<file path="src/rtl/pmc_pkg.sv">
package pmc_pkg;

    typedef enum logic [1:0] {
        M_RUN   = 2'd0,
        M_IDLE  = 2'd1,
        M_PDOWN = 2'd2,
        M_WAKE  = 2'd3
    } pmode_e;

    localparam logic [7:0]  PORT_RST_VAL = 8'hFF;
    localparam logic [7:0]  SP_RST_VAL   = 8'h07;
    localparam logic [15:0] DPTR_RST_VAL = 16'h0000;

endpackage

</file>
<file path="src/rtl/pmc_cycle_timer.sv">
module pmc_cycle_timer #(
    parameter int TICKS_PER_MC = 12,
    parameter int RST_HOLD_MC  = 2,
    parameter int SYNC_STAGES  = 2
) (
    input  logic clk,
    input  logic por_n,
    input  logic rst_pin,
    input  logic run,
    output logic rst_s,
    output logic sample,
    output logic int_rst
);

    localparam int TW = (TICKS_PER_MC > 1) ? $clog2(TICKS_PER_MC) : 1;
    localparam int HW = $clog2(RST_HOLD_MC + 1);
    localparam logic [TW-1:0] LAST_TICK = TW'(TICKS_PER_MC - 1);
    localparam logic [HW-1:0] HOLD_V    = HW'(RST_HOLD_MC);
    localparam logic [HW-1:0] HOLD_M1   = HW'(RST_HOLD_MC - 1);

    typedef struct packed {
        logic [SYNC_STAGES-1:0] sync;
        logic [TW-1:0]          tick;
        logic [HW-1:0]          hi;
        logic                   irst;
    } tmr_t;

    tmr_t q, d;

    assign rst_s   = q.sync[SYNC_STAGES-1];
    assign sample  = run && (q.tick == LAST_TICK);
    assign int_rst = q.irst;

    always_comb begin
        d      = q;
        d.sync = {q.sync[SYNC_STAGES-2:0], rst_pin};
        if (run) begin
            d.tick = (q.tick == LAST_TICK) ? '0 : q.tick + TW'(1);
        end
        if (sample) begin
            if (rst_s) begin
                d.hi = (q.hi == HOLD_V) ? q.hi : q.hi + HW'(1);
                if (q.hi >= HOLD_M1) begin
                    d.irst = 1'b1;
                end
            end else begin
                d.hi   = '0;
                d.irst = 1'b0;
            end
        end
    end

    always_ff @(posedge clk or negedge por_n) begin
        if (!por_n) begin
            q <= '{sync: '0, tick: '0, hi: '0, irst: 1'b1};
        end else begin
            q <= d;
        end
    end

    // a rise of the internal reset follows a sample that saw the pin high
    a_r2_rise_after_high_sample: assert property (@(posedge clk) disable iff (!por_n)
        $rose(q.irst) |-> $past(rst_s && sample));

    // release lands on a machine-cycle boundary after a low sample
    a_r3_release_on_boundary: assert property (@(posedge clk) disable iff (!por_n)
        $fell(q.irst) |-> (q.tick == '0) && $past(!rst_s));

    // the machine-cycle counter holds while the oscillator is stopped
    a_r6_tick_frozen: assert property (@(posedge clk) disable iff (!por_n)
        $past(!run) |-> $stable(q.tick));

endmodule

</file>
<file path="src/rtl/pmc_mode_fsm.sv">
module pmc_mode_fsm
    import pmc_pkg::*;
(
    input  logic clk,
    input  logic por_n,
    input  logic rst_s,
    input  logic sample,
    input  logic int_rst,
    input  logic idl_wr,
    input  logic pd_wr,
    input  logic irq_pend,
    input  logic code_ext,
    output logic cpu_ce,
    output logic per_ce,
    output logic osc_run,
    output logic pin_hold,
    output logic pin_level,
    output logic p0_float
);

    typedef struct packed {
        pmode_e mode;
    } fsm_t;

    fsm_t q, d;

    always_comb begin
        d = q;
        unique case (q.mode)
            M_RUN: begin
                if (!int_rst) begin
                    if (pd_wr) begin
                        d.mode = M_PDOWN;
                    end else if (idl_wr) begin
                        d.mode = M_IDLE;
                    end
                end
            end
            M_IDLE: begin
                if (rst_s || irq_pend) begin
                    d.mode = M_RUN;
                end
            end
            M_PDOWN: begin
                if (rst_s) begin
                    d.mode = M_WAKE;
                end
            end
            M_WAKE: begin
                if (int_rst) begin
                    d.mode = M_RUN;
                end else if (sample && !rst_s) begin
                    d.mode = M_PDOWN;
                end
            end
            default: d.mode = M_RUN;
        endcase
    end

    always_ff @(posedge clk or negedge por_n) begin
        if (!por_n) begin
            q <= '{mode: M_RUN};
        end else begin
            q <= d;
        end
    end

    assign osc_run   = (q.mode != M_PDOWN);
    assign cpu_ce    = (q.mode == M_RUN);
    assign per_ce    = (q.mode == M_RUN) || (q.mode == M_IDLE);
    assign pin_hold  = (q.mode != M_RUN);
    assign pin_level = (q.mode == M_IDLE);
    assign p0_float  = pin_hold && code_ext;

    // deep sleep is left only when the synchronised pin was high
    a_r8_pd_exit_by_pin: assert property (@(posedge clk) disable iff (!por_n)
        ($past(q.mode == M_PDOWN) && (q.mode != M_PDOWN)) |-> $past(rst_s));

    // the wake state reaches the run mode only through the internal reset
    a_r8_wake_needs_reset: assert property (@(posedge clk) disable iff (!por_n)
        ($past(q.mode == M_WAKE) && (q.mode == M_RUN)) |-> $past(int_rst));

    // light sleep ends only on an interrupt or the pin
    a_r7_idle_exit_cause: assert property (@(posedge clk) disable iff (!por_n)
        ($past(q.mode == M_IDLE) && (q.mode != M_IDLE)) |-> $past(irq_pend || rst_s));

    // mode strobes have no effect while the internal reset is high
    a_r10_writes_masked: assert property (@(posedge clk) disable iff (!por_n)
        $past(int_rst && (q.mode == M_RUN)) |-> (q.mode == M_RUN));

    // a deep-sleep write from the run mode wins over light sleep
    a_r6_pd_priority: assert property (@(posedge clk) disable iff (!por_n)
        $past((q.mode == M_RUN) && !int_rst && pd_wr) |-> (q.mode == M_PDOWN));

endmodule

</file>
<file path="src/rtl/pmc_ctl.sv">
module pmc_ctl
    import pmc_pkg::*;
#(
    parameter int TICKS_PER_MC = 12,
    parameter int RST_HOLD_MC  = 2,
    parameter int SYNC_STAGES  = 2,
    parameter int DATA_W       = 8,
    parameter int ADDR_W       = 16
) (
    input  logic              clk_osc,
    input  logic              por_n,
    input  logic              rst_pin,
    input  logic              idl_wr,
    input  logic              pd_wr,
    input  logic              irq_pend,
    input  logic              code_ext,
    output logic              cpu_ce,
    output logic              per_ce,
    output logic              osc_run,
    output logic              int_rst,
    output logic              pin_hold,
    output logic              pin_level,
    output logic              p0_float,
    output logic [DATA_W-1:0] rv_port,
    output logic [DATA_W-1:0] rv_sp,
    output logic [ADDR_W-1:0] rv_dptr
);

    logic rst_s;
    logic sample;

    pmc_cycle_timer #(
        .TICKS_PER_MC (TICKS_PER_MC),
        .RST_HOLD_MC  (RST_HOLD_MC),
        .SYNC_STAGES  (SYNC_STAGES)
    ) u_timer (
        .clk     (clk_osc),
        .por_n   (por_n),
        .rst_pin (rst_pin),
        .run     (osc_run),
        .rst_s   (rst_s),
        .sample  (sample),
        .int_rst (int_rst)
    );

    pmc_mode_fsm u_fsm (
        .clk       (clk_osc),
        .por_n     (por_n),
        .rst_s     (rst_s),
        .sample    (sample),
        .int_rst   (int_rst),
        .idl_wr    (idl_wr),
        .pd_wr     (pd_wr),
        .irq_pend  (irq_pend),
        .code_ext  (code_ext),
        .cpu_ce    (cpu_ce),
        .per_ce    (per_ce),
        .osc_run   (osc_run),
        .pin_hold  (pin_hold),
        .pin_level (pin_level),
        .p0_float  (p0_float)
    );

    assign rv_port = DATA_W'(PORT_RST_VAL);
    assign rv_sp   = DATA_W'(SP_RST_VAL);
    assign rv_dptr = ADDR_W'(DPTR_RST_VAL);

    // outside light sleep the forced strobe level is never high
    a_r9_level_only_idle: assert property (@(posedge clk_osc) disable iff (!por_n)
        (pin_level |-> (per_ce && !cpu_ce)));

endmodule

</file>
<file path="config.mk">
export PLATFORM = sky130hd
export DESIGN_NAME = pmc_ctl
export DESIGN_NICKNAME = d
export VERILOG_FILES = /design/src/rtl/pmc_pkg.sv /design/src/rtl/pmc_cycle_timer.sv /design/src/rtl/pmc_mode_fsm.sv /design/src/rtl/pmc_ctl.sv
export SDC_FILE = /design/constraint.sdc
export NUM_CORES = 1
export LEC_CHECK = 0
export ABC_CLOCK_PERIOD_IN_PS = 1950
export BUFFER_PORTS_ARGS = -buffer_cell sky130_fd_sc_hd__buf_2
export CAP_MARGIN = 20
export CORE_ASPECT_RATIO = 0.9
export CORE_UTILIZATION = 45
export CTS_BUF_LIST = sky130_fd_sc_hd__clkbuf_2 sky130_fd_sc_hd__clkbuf_4 sky130_fd_sc_hd__clkbuf_8
export DETAILED_ROUTE_END_ITERATION = 10
export GPL_TIMING_DRIVEN = 0
export HOLD_SLACK_MARGIN = 0.02
export PLACE_DENSITY = 0.81
export REMOVE_ABC_BUFFERS = 1
export SLEW_MARGIN = 5
export SYNTH_ARGS = -nofsm -noshare
export SYNTH_HDL_FRONTEND = slang
export SYNTH_SLANG_ARGS = --single-unit
</file>
<file path="constraint.sdc">
create_clock -name clk_osc -period 1.95 [get_ports clk_osc]
set_clock_uncertainty 0.1 [all_clocks]
set_input_delay 0.0975 -clock clk_osc [delete_from_list [all_inputs] [get_ports clk_osc]]
set_output_delay 0.0975 -clock clk_osc [all_outputs]
set_load 0.03 [all_outputs]
</file>
==> results by stage, run 1 <==
Run status:
- The run finished with clean final reports.

STA:
- The final hold slack is around 0.035 ns.
- Setup slack closes at 0.366 ns.
- Derived from the worst setup path, the maximum achievable clock frequency is 0.631 GHz.
- Setup violations remaining at the end of the flow were counted as 0.
- The max-slew violation count was 0.
- Of the available clock period, the critical path in the final layout requires 81.2%.
- The hold violation total from the final report came to 0.
- The setup TNS after final layout is 0 ns.
- The shortest clock period the worst path allows after layout is 1.58 ns.
- Setup repair after global routing left no endpoint under its margin.

Worst setup path:
- In this run the worst path has a maximum fanout of 8.
- At the worst endpoint, the arrival time is 1.68 ns.
- The signal on the critical path passes through ha_1 > nand3b_4 > or4_1 > nand3_1.
- The worst path required time is 2.05 ns.
- The library cell contributing the largest single delay on the critical path is sky130_fd_sc_hd__or4_1.
- On the worst path, the slowest cell contributes a delay of 0.53 ns.
- STA classifies the critical path endpoint as a flop.
- The type of the worst setup path is flop to flop.
- The sort of element at the start of the critical path is a flop.

GRT:
- The largest net degree at the start of global routing is 12.
- The number of global-route vias before repair is 452.
- The first global-routing pass estimated between 1500 and 2000 um of wire.
- The total routing usage reported by global routing is 13.4%.
- After global routing the overflow that remains totals 0.
- The number of antenna violations at the first check in global routing is 0.

Placement:
- The number of port buffers is 13.
- The final weighted congestion in routability-driven placement is 0.726.
- After detailed placement, the total cell area comes to 792 um2.
- The setup slack after placement is 0.368 ns.
- The number of placed instances, taps included, is between 100 and 150.
- Detailed placement ended at an HPWL of 963 um.

Routing:
- In the routed design, unresolved DRC markers number 0.
- The count of nets left with antenna violations once routing finished came out at 0.
- The routed length on met2 is 595 um.
- The via-per-instance ratio is 4.24.
- Wires add up to 1220 um.
- Summing over every cut layer, the via total after detailed routing is ~580.
- The number of DRC markers in iteration 0 is 10.
- The routed wire length on met3 is ~110 um.
- The first-pass iteration count of the detailed router is 4.
- Dividing the detail-routed wire length by the instance count gives 8.98 um.
- In the final routing, the length of wire on met1 measures roughly 510 um.
- The highest metal layer with signal wires is met3.

Flow run:
- Across the run, the number of max-cap violations was 0.

Logic synthesis:
- The cell taking the most area after synthesis is sky130_fd_sc_hd__dfrtp_1.
- The proportion of synthesized chip area in sequential cells is around a third.
- In the post-synthesis netlist, the cell with the most instances is sky130_fd_sc_hd__buf_4.
- The register bit total from synthesis is 11.
- Ranked by total cell area, the synthesized netlist is headed by sky130_fd_sc_hd__dfrtp_1, sky130_fd_sc_hd__buf_4, sky130_fd_sc_hd__ha_1.
- The number of synthesized flops with an enable pin is 0.
- The post-synth design cell area is about 840 um2.
- The netlist uses 26 different library cells.
- The prevailing post-synth register cell is sky130_fd_sc_hd__dfrtp_1.
- The mean area per synthesized cell is 8.75 um2.
- The fraction of registers with async set or reset after synthesis is 100%.
- By count the netlist is led by sky130_fd_sc_hd__buf_4, sky130_fd_sc_hd__dfrtp_1, sky130_fd_sc_hd__nand2_1.
- After technology mapping, the gate count stands at 96.
- The number of warnings reported in the yosys synthesis log is 0.
- Summed over its instances, the top area cell type makes up approximately 30% of the synthesized netlist area.

Worst hold path:
- The class of the most critical hold timing path is input pin to flop.

Power and ir drop:
- Across the VDD grid, the largest voltage drop is 590 uV.
- The leakage power summed over all cells is 0.472 nW.
- The power density relative to cell area is 1420 nW/um2.

Floorplan:
- The core footprint is 1720 um2.
- The die is 43.0 um tall.
- The die area is 2040 um2.
- The initial cell density of the core is 48.9%.
- The top-level port count is 46.
- The die span in x is 47.5 um.
- The row count is 14.

Layout:
- The number of cells in the finished layout apart from fillers is 136.
- The number of nets at the end of the flow is 123.
- The post-route netlist has 18.8% of its cells at a drive strength greater than 1.
- The relative area change from synthesis to final layout is 1.49%.
- 0 antenna diodes ended up in the layout.
- The finished cells cover 852 um2.

Clock tree:
- The clock sink count is 11.
- The CTS tree is yes.
- The root buffer cell is sky130_fd_sc_hd__clkbuf_4.
- Clock-pin slew was measured on the worst setup and hold paths at 0.07 ns.
- For the worst-skew pair, the clock arrives at the later sink with an insertion delay of approximately 0.27 ns.
- The number of H-tree branching levels is 1.
- In this run, CTS created clock tree buffers numbering 3.
- The number of gates resized after CTS was 0.
- The clock tree buffer depth is 2.
path summary, 6_finish.rpt:
| kind | slack (ns) | to | startpoint | depth (start not counted) |
|---|---|---|---|---|
| max | 0.37 | u_timer.q[1]$_DFFE_PN0P_ | u_timer.q[3]$_DFFE_PN0N_ | 4 |
| min | 0.03 | u_fsm.q[0]$_DFFE_PN0P_ | pd_wr | 4 |
| max reg2reg | 0.37 | u_timer.q[1]$_DFFE_PN0P_ | u_timer.q[3]$_DFFE_PN0N_ | 4 |
| min reg2reg | 0.25 | u_timer.rst_s$_DFF_PN0_ | u_timer.d[8]$_DFF_PN0_ | 0 |
| max in group asynchronous | 1.37 | u_timer.int_rst$_DFFE_PN1P_ | por_n | 2 |
| min in group asynchronous | 0.12 | u_timer.q[6]$_DFFE_PN0N_ | por_n | 2 |
worst max-delay path: cells and delay by family, from the launching register on:
family | cells | cell delay, ns
and+or+nand+nor | 3 | 0.77
DFF | 1 | 0.38
adders and majority gates | 1 | 0.26
logic make-up (layout without fill, tap and decap cells):
logic type / after synthesis / after routing / synth area share, %
compound gates: 10 / 10 / 7.75
fa+ha+maj: 3 / 3 / 4.47
buf+inv: 40 / 26 / 33.1
flops: 11 / 11 / 32.9
mux: 1 / 1 / 1.34
other cells: 2 / 32 / 0.895
simple gates: 29 / 29 / 19.5
repair_timing:
action / in CTS / in global routing
hold buffers: 3 / 0
setup buffers: 0 / 0
hold endpoints to repair: 13 / 0
cell type report:
class	instances	area, um2
tap	24	30.0
inverter	6	22.5
timing repair buffer	16	95.1
clock buffer	4	30.0
multi-input combinational	75	398
fill	159	865
sequential	11	277
per-layer routing:
metal / vias to the layer above / global-route usage [%]
met5: - / 0
met4: 0 / 3.33
met3: 0 / 6.38
met2: 37 / 20.8
met1: 257 / 16.6
li1: 282 / -
layout by cell type, fill, tap and decap left out, drive strengths merged, types with 3 or more instances in the layout:
cell,synthesis,routed
conb,2,32
buf,33,13
dfrtp,10,10
nand2,8,8
nand3,7,7
inv,6,6
nor2,5,5
o21ai,4,4
clkbuf,1,4
ha,3,3
dlygate4sd3,0,3
nor2b,3,3
state kept, by name (all words and copies together), names as in the netlist:
signal	count
u_timer.int_rst	1
u_timer.rst_s	1
u_timer.d	1
u_fsm.q	2
u_timer.q	6
stage by stage:
stage / util [%] / total power [mW]
5_1_grt: 49.6 / 1.32
3_3_place_gp: 46.1 / 1.01
6_report: 49.6 / 1.21
4_1_cts: 49.6 / 1.22
2_1_floorplan: - / 0.905
3_5_place_dp: 46.1 / 1.05
report_power, final:
part | switching (mW) | total, mW | internal [mW]
sequential | 0.106 | 0.434 | 0.328
clock | 0.0726 | 0.166 | 0.0931
combinational | 0.399 | 0.607 | 0.208
total | 0.578 | 1.21 | 0.629
Note: power is estimated with default switching activity, not from simulation.
==> run 2: changes to the inputs <==
--- a/config.mk
+++ b/config.mk
@@ -5,7 +5,7 @@
 export SDC_FILE = /design/constraint.sdc
 export NUM_CORES = 1
 export LEC_CHECK = 0
-export ABC_CLOCK_PERIOD_IN_PS = 1950
+export ABC_CLOCK_PERIOD_IN_PS = 1500
 export BUFFER_PORTS_ARGS = -buffer_cell sky130_fd_sc_hd__buf_2
 export CAP_MARGIN = 20
 export CORE_ASPECT_RATIO = 0.9
==> constraint.sdc (replaced) <==
create_clock -name clk_osc -period 1.5 [get_ports clk_osc]
set_clock_uncertainty 0.1 [all_clocks]
set_input_delay 0.075 -clock clk_osc [delete_from_list [all_inputs] [get_ports clk_osc]]
set_output_delay 0.075 -clock clk_osc [all_outputs]
set_load 0.03 [all_outputs]
==> run 2 against run 1 <==
Total power increased by 50%. Combinational power increased by 68%. Critical path depth unchanged. Sequential share of layout area decreased by 3.8 points. Count of clock-buffer cells in the layout unchanged.
==> results by stage, run 2 (synthesis gave the netlist of run 1 again) <==
Placement:
- Once placement completed, the tool counted placed cells totaling around 130.
- The setup slack after placement is -0.0818 ns.
- Detailed placement finished with a half-perimeter wire length of 963 um.
- Summing all placed instances gives a cell area of 792 um2.
- The final weighted congestion in routability-driven placement is roughly 0.73.
- During placement, the flow inserted port buffers numbering 13.

STA:
- The setup TNS after final layout is 0 ns.
- The shortest clock period the worst path allows after layout is 1.48 ns.
- Once routing completed, OpenROAD measured the worst setup slack at 0.0241 ns.
- The final setup violation count is 0.
- The max-slew violation count is 0.
- The final worst-path cycle share is a little over nine tenths.
- Static timing analysis puts the maximum clock frequency at 0.678 GHz.
- The hold violation total from the final report was 0.

Routing:
- The total via count in the routed design is 617.
- After detailed routing, no signal wire sits above met4.
- The detailed router finished its first iteration with 8 violations.
- In the routed layout, each cell is associated on average with a via count of around 4.2.
- The count of unresolved DRC violations after routing is 0.
- The final routed wirelength across all metal layers is roughly 1400 um.
- The sum of routed wire segments on met1 is between 500 and 600 um.
- The first-pass iteration count of the detailed router is 4.
- In the detailed route, the total length drawn on met2 is 702 um.
- Dividing the detail-routed wire length by the instance count gives 9.56 um.
- Detailed routing placed a total of 112 um of wire on met3.
- In this run the remaining antenna-violating nets after routing total 0.

Floorplan:
- The die span in y is 43.0 um.
- For this design the top-level I/O count stands at 46.
- The core footprint is 1720 um2.
- The initial cell density of the core is between 40% and 50%.
- The die covers around 2000 um2.
- The row count is 14.
- In this run the horizontal extent of the chip is 47.5 um.

Layout:
- The relative area change from synthesis to final layout is 15.1%.
- Leaving out fill and tap cells, the most frequent cells in the layout are sky130_fd_sc_hd__conb_1, sky130_fd_sc_hd__buf_2, sky130_fd_sc_hd__dfrtp_1.
- The register containing the most flip-flops in the final layout is u_timer.q.
- In the final layout, the registers with the most flip-flops are u_timer.q: 6 flops, u_fsm.q: 2 flops.
- The final design area excluding fillers is 966 um2.
- The flip-flop count of the largest register after layout is 6.
- The fraction of layout instances using a drive strength above 1 is 30.3%.
- The number of cells in the finished layout apart from fillers is roughly 150.
- The net count of the finished layout is 133.
- The total of fill cells in the finished design is around 150.
- The most common cell after layout, fill and taps aside is sky130_fd_sc_hd__conb_1.
- 0 antenna diodes ended up in the layout.

Worst setup path:
- The largest incremental delay on the critical path is 0.48 ns.
- Of all nets on the critical path, the largest fanout is 6.
- The kind of capture point of the worst setup path is a flop.
- The worst endpoint data arrival time is 1.58 ns.
- On the critical path, the stage with the largest delay is an instance of sky130_fd_sc_hd__or4_4.
- The critical path in this run is classified as flop to flop.
- The sort of element at the start of the critical path is a flop.
- The signal on the critical path passes through nor2b_4 > buf_4 > or4_4 > nand3_2.
- For the worst setup path, the data required time is 1.60 ns.

Power and ir drop:
- Summing internal, switching and leakage power gives 1.81 mW.
- Net switching is 45.5% of the power.
- The internal portion of total power is 0.985 mW.
- The switching component of the power is approximately 0.82 mW.
- IR analysis of the VDD net gives a maximum drop of between 700 and 800 uV.
- Summed over all cells, the static leakage comes to between 0.5 and 0.6 nW.
- Of the total power, registers draw 31.5%.
- In this run the power density over the cells is 1870 nW/um2.
- The clock network burns 11.9% of the power.
- The share of total power dissipated in combinational logic is 56.6%.

Clock tree:
- TritonCTS built the clock tree.
- The root buffer cell is sky130_fd_sc_hd__clkbuf_4.
- The clock passes through at most 2 buffers.
- After clock tree synthesis, the clock-pin slew on the worst setup and hold paths is 0.07 ns.
- The clock sink count is 11.
- The total clock buffers created by CTS is 3.
- The number of H-tree branching levels is 1.
- The clock latency on the worst-skew pair is approximately 0.27 ns.

GRT:
- The first global-routing pass estimated ~2100 um of wire.
- The number of global-route vias before repair is 492.
- Entering global routing, the biggest net connects 12 pins.
- The overall overflow remaining after global route is 0.
- The total routing usage reported by global routing is 14.7%.
- The number of antenna violations at the first check in global routing came to 0.

Flow run:
- The count of maximum capacitance violations is 0.

Worst hold path:
- The worst hold path belongs to the class input pin to flop.

Run status:
- The run finished with clean final reports.
==> run 2: cell types whose count changed in the layout (fill, tap and decap cells not counted), moves of 2 or more <==
cell | previous run | this run
sky130_fd_sc_hd__or4_4 | 0 | 2
sky130_fd_sc_hd__buf_4 | 0 | 8
sky130_fd_sc_hd__ha_1 | 3 | 1
sky130_fd_sc_hd__nand3_1 | 7 | 5
sky130_fd_sc_hd__or4_1 | 2 | 0
sky130_fd_sc_hd__nand3_2 | 0 | 2
==> run 2: area by class of cell <==
type / instances / area (um2) / area share [%]
Sequential cell: 11 / 277 / 28.6
Clock buffer: 4 / 30.0 / 3.11
Tap cell: 24 / 30.0 / 3.11
Inverter: 6 / 22.5 / 2.33
Multi-Input combinational cell: 75 / 430 / 44.6
Timing Repair Buffer: 26 / 176 / 18.3
==> run 2: power groups by stage <==
stage,logic [mW],clock network (mW),registers [mW]
final,1.02,0.215,0.569
after global routing,1.14,0.243,0.587
after CTS,0.899,0.227,0.567
after detailed placement,0.789,0,0.570
after global placement,0.758,0,0.560
after floorplan,0.606,0,0.571
==> run 2: worst max-delay path, delay by kind of cell (launching register included) <==
family | cells | cell delay, ns
buf+inv | 1 | 0.16
simple gates | 3 | 0.72
flops | 1 | 0.43
==> run 2: stage by stage <==
| step | util, % | hold slack [ns] |
|---|---|---|
| 2_1_floorplan | - | -0.321 |
| 6_report | 56.3 | 0.0495 |
| 3_5_place_dp | 46.1 | -0.146 |
| 5_1_grt | 56.3 | 0.0845 |
| 4_1_cts | 52.9 | 0.0478 |
| 3_3_place_gp | 46.1 | -0.150 |
==> run 2: worst paths after layout <==
| path | startpoint | endpoint | slack (ns) | depth (start not counted) |
|---|---|---|---|---|
| max in group asynchronous | por_n | u_timer.int_rst$_DFFE_PN1P_ | 0.94 | 2 |
| worst min register to register | u_timer.d[8]$_DFF_PN0_ | u_timer.rst_s$_DFF_PN0_ | 0.25 | 0 |
| min in group asynchronous | por_n | u_timer.q[6]$_DFFE_PN0N_ | 0.10 | 2 |
| worst max-delay path | u_fsm.q[1]$_DFFE_PN0P_ | u_timer.q[2]$_DFFE_PN0P_ | 0.02 | 4 |
| worst max register to register | u_fsm.q[1]$_DFFE_PN0P_ | u_timer.q[2]$_DFFE_PN0P_ | 0.02 | 4 |
| worst min-delay path | irq_pend | u_fsm.q[0]$_DFFE_PN0P_ | 0.05 | 4 |
==> run 2: timing repair <==
action	4_1_cts	5_1_grt
setup endpoints to repair	2	4
gates resized for setup	4	5
pin swaps	3	4
setup buffers	4	5
endpoints found under the hold margin	13	0
hold buffers	4	0
==> run 2: routing by layer <==
layer | track usage, % | vias up
li1 | - | 301
met1 | 17.9 | 277
met2 | 23.6 | 37
met3 | 6.38 | 2
met4 | 3.33 | 0
met5 | 0 | -
==> run 3: changes to the inputs <==
--- a/config.mk
+++ b/config.mk
@@ -9,13 +9,13 @@
 export BUFFER_PORTS_ARGS = -buffer_cell sky130_fd_sc_hd__buf_2
 export CAP_MARGIN = 20
 export CORE_ASPECT_RATIO = 0.9
-export CORE_UTILIZATION = 45
-export CTS_BUF_LIST = sky130_fd_sc_hd__clkbuf_2 sky130_fd_sc_hd__clkbuf_4 sky130_fd_sc_hd__clkbuf_8
+export CORE_UTILIZATION = 43
 export DETAILED_ROUTE_END_ITERATION = 10
 export GPL_TIMING_DRIVEN = 0
 export HOLD_SLACK_MARGIN = 0.02
-export PLACE_DENSITY = 0.81
+export PLACE_DENSITY = 0.78
 export REMOVE_ABC_BUFFERS = 1
+export SETUP_SLACK_MARGIN = 0.3
 export SLEW_MARGIN = 5
 export SYNTH_ARGS = -nofsm -noshare
 export SYNTH_HDL_FRONTEND = slang
==> run 3 against run 2 <==
Wire length is 26% higher. Via count is 15% higher. Total power is 22% higher. Critical endpoint unchanged. Largest cell class unchanged.
==> results by stage, run 3 (synthesis gave the netlist of run 1 again) <==
Floorplan:
- The die covers 2130 um2.
- In this run the horizontal extent of the chip is 48.6 um.
- In this run the count of I/O pins placed on the die edge is 46.
- Row generation in the floorplan step produced 14 rows.
- The die span in y is approximately 44 um.
- The initial cell density of the core is a little under half.
- The core footprint is 1750 um2.

GRT:
- The number of antenna violations at the first check in global routing came to 0.
- The first global-routing pass estimated ~2600 um of wire.
- Entering global routing, the biggest net connects 12 pins.
- The number of global-route vias before repair is 616.
- Global routing used 16.9% of the available tracks.
- The overall overflow remaining after global route is 0.

Power and ir drop:
- The maximum VDD drop is roughly 1300 uV.
- The power after layout is 2.20 mW.
- Power spread over the standard cell area amounts to 2050 nW/um2.
- The leakage power summed over all cells is 0.569 nW.

Layout:
- The combined flip-flop and latch cell area is between 200 and 300 um2.
- Relative to the synthesized area, the layout overhead comes to 28.3%.
- The multi-input combinational cell area is 448 um2.
- The largest registers in the layout are u_timer.q: 6 flops, u_fsm.q: 2 flops.
- The total of fill cells in the finished design is 142.
- The number of antenna diodes in the final layout is 0.
- The fraction of layout instances using a drive strength above 1 is 39.4%.
- The register with the most flip-flops in the layout has 6 of them.
- The register containing the most flip-flops in the final layout is u_timer.q.
- The top cell types in the final layout, fill and taps aside, are sky130_fd_sc_hd__conb_1, sky130_fd_sc_hd__buf_6, sky130_fd_sc_hd__buf_4.
- The most common cell after layout, fill and taps aside is sky130_fd_sc_hd__conb_1.
- For this run, the post-layout net count is 138.

STA:
- For this run, the top clock speed supported by timing is 0.683 GHz.
- The final worst-path cycle share is between 90 and 100%.
- The shortest clock period the worst path allows after layout is 1.46 ns.
- Setup repair after global routing could not meet its margin everywhere.
- The setup slack after layout is ~0.036 ns.
- The final setup violation count is 0.
- The hold violation total from the final report was 0.
- The max-slew violation count is 0.

Routing:
- The final routed wire length divided by cell count is 11.7 um.
- For this run, the detailed router's first-pass iteration total came to 4.
- The count of nets left with antenna violations once routing finished came out at 0.
- The final routed wirelength across all metal layers is 1760 um.
- The total via count in the routed design is 707.
- The number of DRC markers in iteration 0 is 11.
- The count of unresolved DRC violations after routing is 0.
- After detailed routing, the number of vias per cell comes to between 4 and 5.

Worst setup path:
- STA puts the critical path data arrival time at approximately 1.6 ns.
- The sort of element at the start of the critical path is a flop.
- The type of the worst setup path is flop to flop.
- The endpoint of the worst-slack reg-to-reg timing path is u_timer.q[2]$_DFFE_PN0P_.
- For this run, the slowest stage of the critical path takes 0.41 ns.
- The critical path goes through inv_1 > ha_1 > nand2_1 > or4_1 > nand3_1.
- The reg2reg setup slack is between 0.03 and 0.04 ns.
- The library cell contributing the largest single delay on the critical path is sky130_fd_sc_hd__dfrtp_1.
- In this run the worst path has a maximum fanout of 4.
- The number of cell instances on the worst register-to-register path is 5.
- At the worst endpoint, the required time is 1.61 ns.
- The worst register-to-register path begins at u_timer.q[2]$_DFFE_PN0P_.
- The kind of capture point of the worst setup path is a flop.

Clock tree:
- The CTS tree is yes.
- The number of H-tree branching levels is 1.
- The clock passes through at most 2 buffers.
- The clock reaches the later pin of the worst-skew pair after 0.27 ns.
- The clock net in this run drives a total of 11 sinks.
- The root buffer cell is sky130_fd_sc_hd__clkbuf_4.
- The total clock buffers created by CTS is 3.
- The clock transition time at the flip-flop clock pins of the worst setup and hold paths is 0.08 ns.

Worst hold path:
- The end of the worst hold path is u_fsm.q[1]$_DFFE_PN0P_.
- In this run the worst hold path is classified as input pin to flop.
- Counting instances, the worst hold path has a depth of 3.
- The launch point of the worst hold path is pd_wr.

Placement:
- The half-perimeter wire length of the detailed placement result is 928 um.
- The final weighted congestion in routability-driven placement is 0.786.
- The setup slack after placement is -0.0357 ns.
- Port buffering added 13 buffers.

Run status:
- The run finished with clean final reports.

Flow run:
- The count of maximum capacitance violations is 0.
-- run 3: final cells by class --
cell class / count / share of cell area [%]
Clock inverter: 1 / 0.465
Timing Repair Buffer: 31 / 25.1
Multi-Input combinational cell: 75 / 41.6
Tap cell: 24 / 2.79
Sequential cell: 11 / 25.9
Inverter: 6 / 2.09
Clock buffer: 3 / 2.09
-- run 3: worst max path at each step --
stage	to	from	cells after the start	slack [ns]
5_1_grt	u_timer.q[2]$_DFFE_PN0P_	u_timer.q[2]$_DFFE_PN0P_	5	0.006
2_1_floorplan	u_timer.q[5]$_DFFE_PN0N_	u_fsm.q[1]$_DFFE_PN0P_	4	0.01
6_report	u_timer.q[2]$_DFFE_PN0P_	u_timer.q[2]$_DFFE_PN0P_	5	0.04
4_1_cts	u_timer.q[2]$_DFFE_PN0P_	u_timer.q[2]$_DFFE_PN0P_	5	0.07
3_3_place_gp	u_timer.q[2]$_DFFE_PN0P_	u_timer.q[3]$_DFFE_PN0N_	4	-0.001
3_5_place_dp	u_timer.q[2]$_DFFE_PN0P_	u_timer.q[3]$_DFFE_PN0N_	4	-0.04
-- run 3: report_power, final --
part | total [mW] | switching [mW] | internal, mW
Combinational | 1.41 | 0.724 | 0.687
Clock | 0.200 | 0.101 | 0.0986
Sequential | 0.593 | 0.162 | 0.431
Total | 2.20 | 0.987 | 1.22
-- run 3: routing by layer --
metal	share of wire [%]	global-route usage, %	up-vias
met3	4.8	4.21	6
met5	0	0	-
li1	-	-	314
met1	40	16.6	349
met2	52	32.4	38
met4	3.1	10.6	0
-- run 3: per-stage QoR --
| step | instance area, um2 | hold slack [ns] | utilization, % | std cells | TNS, ns |
|---|---|---|---|---|---|
| floorplan | 697 | -0.321 | - | 92 | 0 |
| global placement | 792 | -0.150 | 45.2 | 129 | -0.00122 |
| detailed placement | 792 | -0.141 | 45.2 | 129 | -0.0698 |
| CTS | 1020 | 0.0363 | 58.2 | 147 | 0 |
| global route | 1080 | 0.0513 | 61.5 | 151 | 0 |
| finish | 1080 | 0.0555 | 61.5 | 151 | 0 |
-- run 3: what timing repair did --
| item | in CTS | in global routing |
|---|---|---|
| endpoints found under the hold margin | 13 | 0 |
| setup buffers | 11 | 4 |
| resized for setup | 28 | 14 |
| hold buffers | 3 | 0 |
| pin swaps | 9 | 4 |
| endpoints found under the setup margin | 14 | 15 |
-- run 3: critical path: cells and delay by family (launching register included) --
| family | cells | cell delay [ns] |
|---|---|---|
| adder cells (fa/ha/maj) | 1 | 0.28 |
| buffers and inverters | 1 | 0.07 |
| flip-flops | 1 | 0.41 |
| AND/OR/NAND/NOR | 3 | 0.55 |
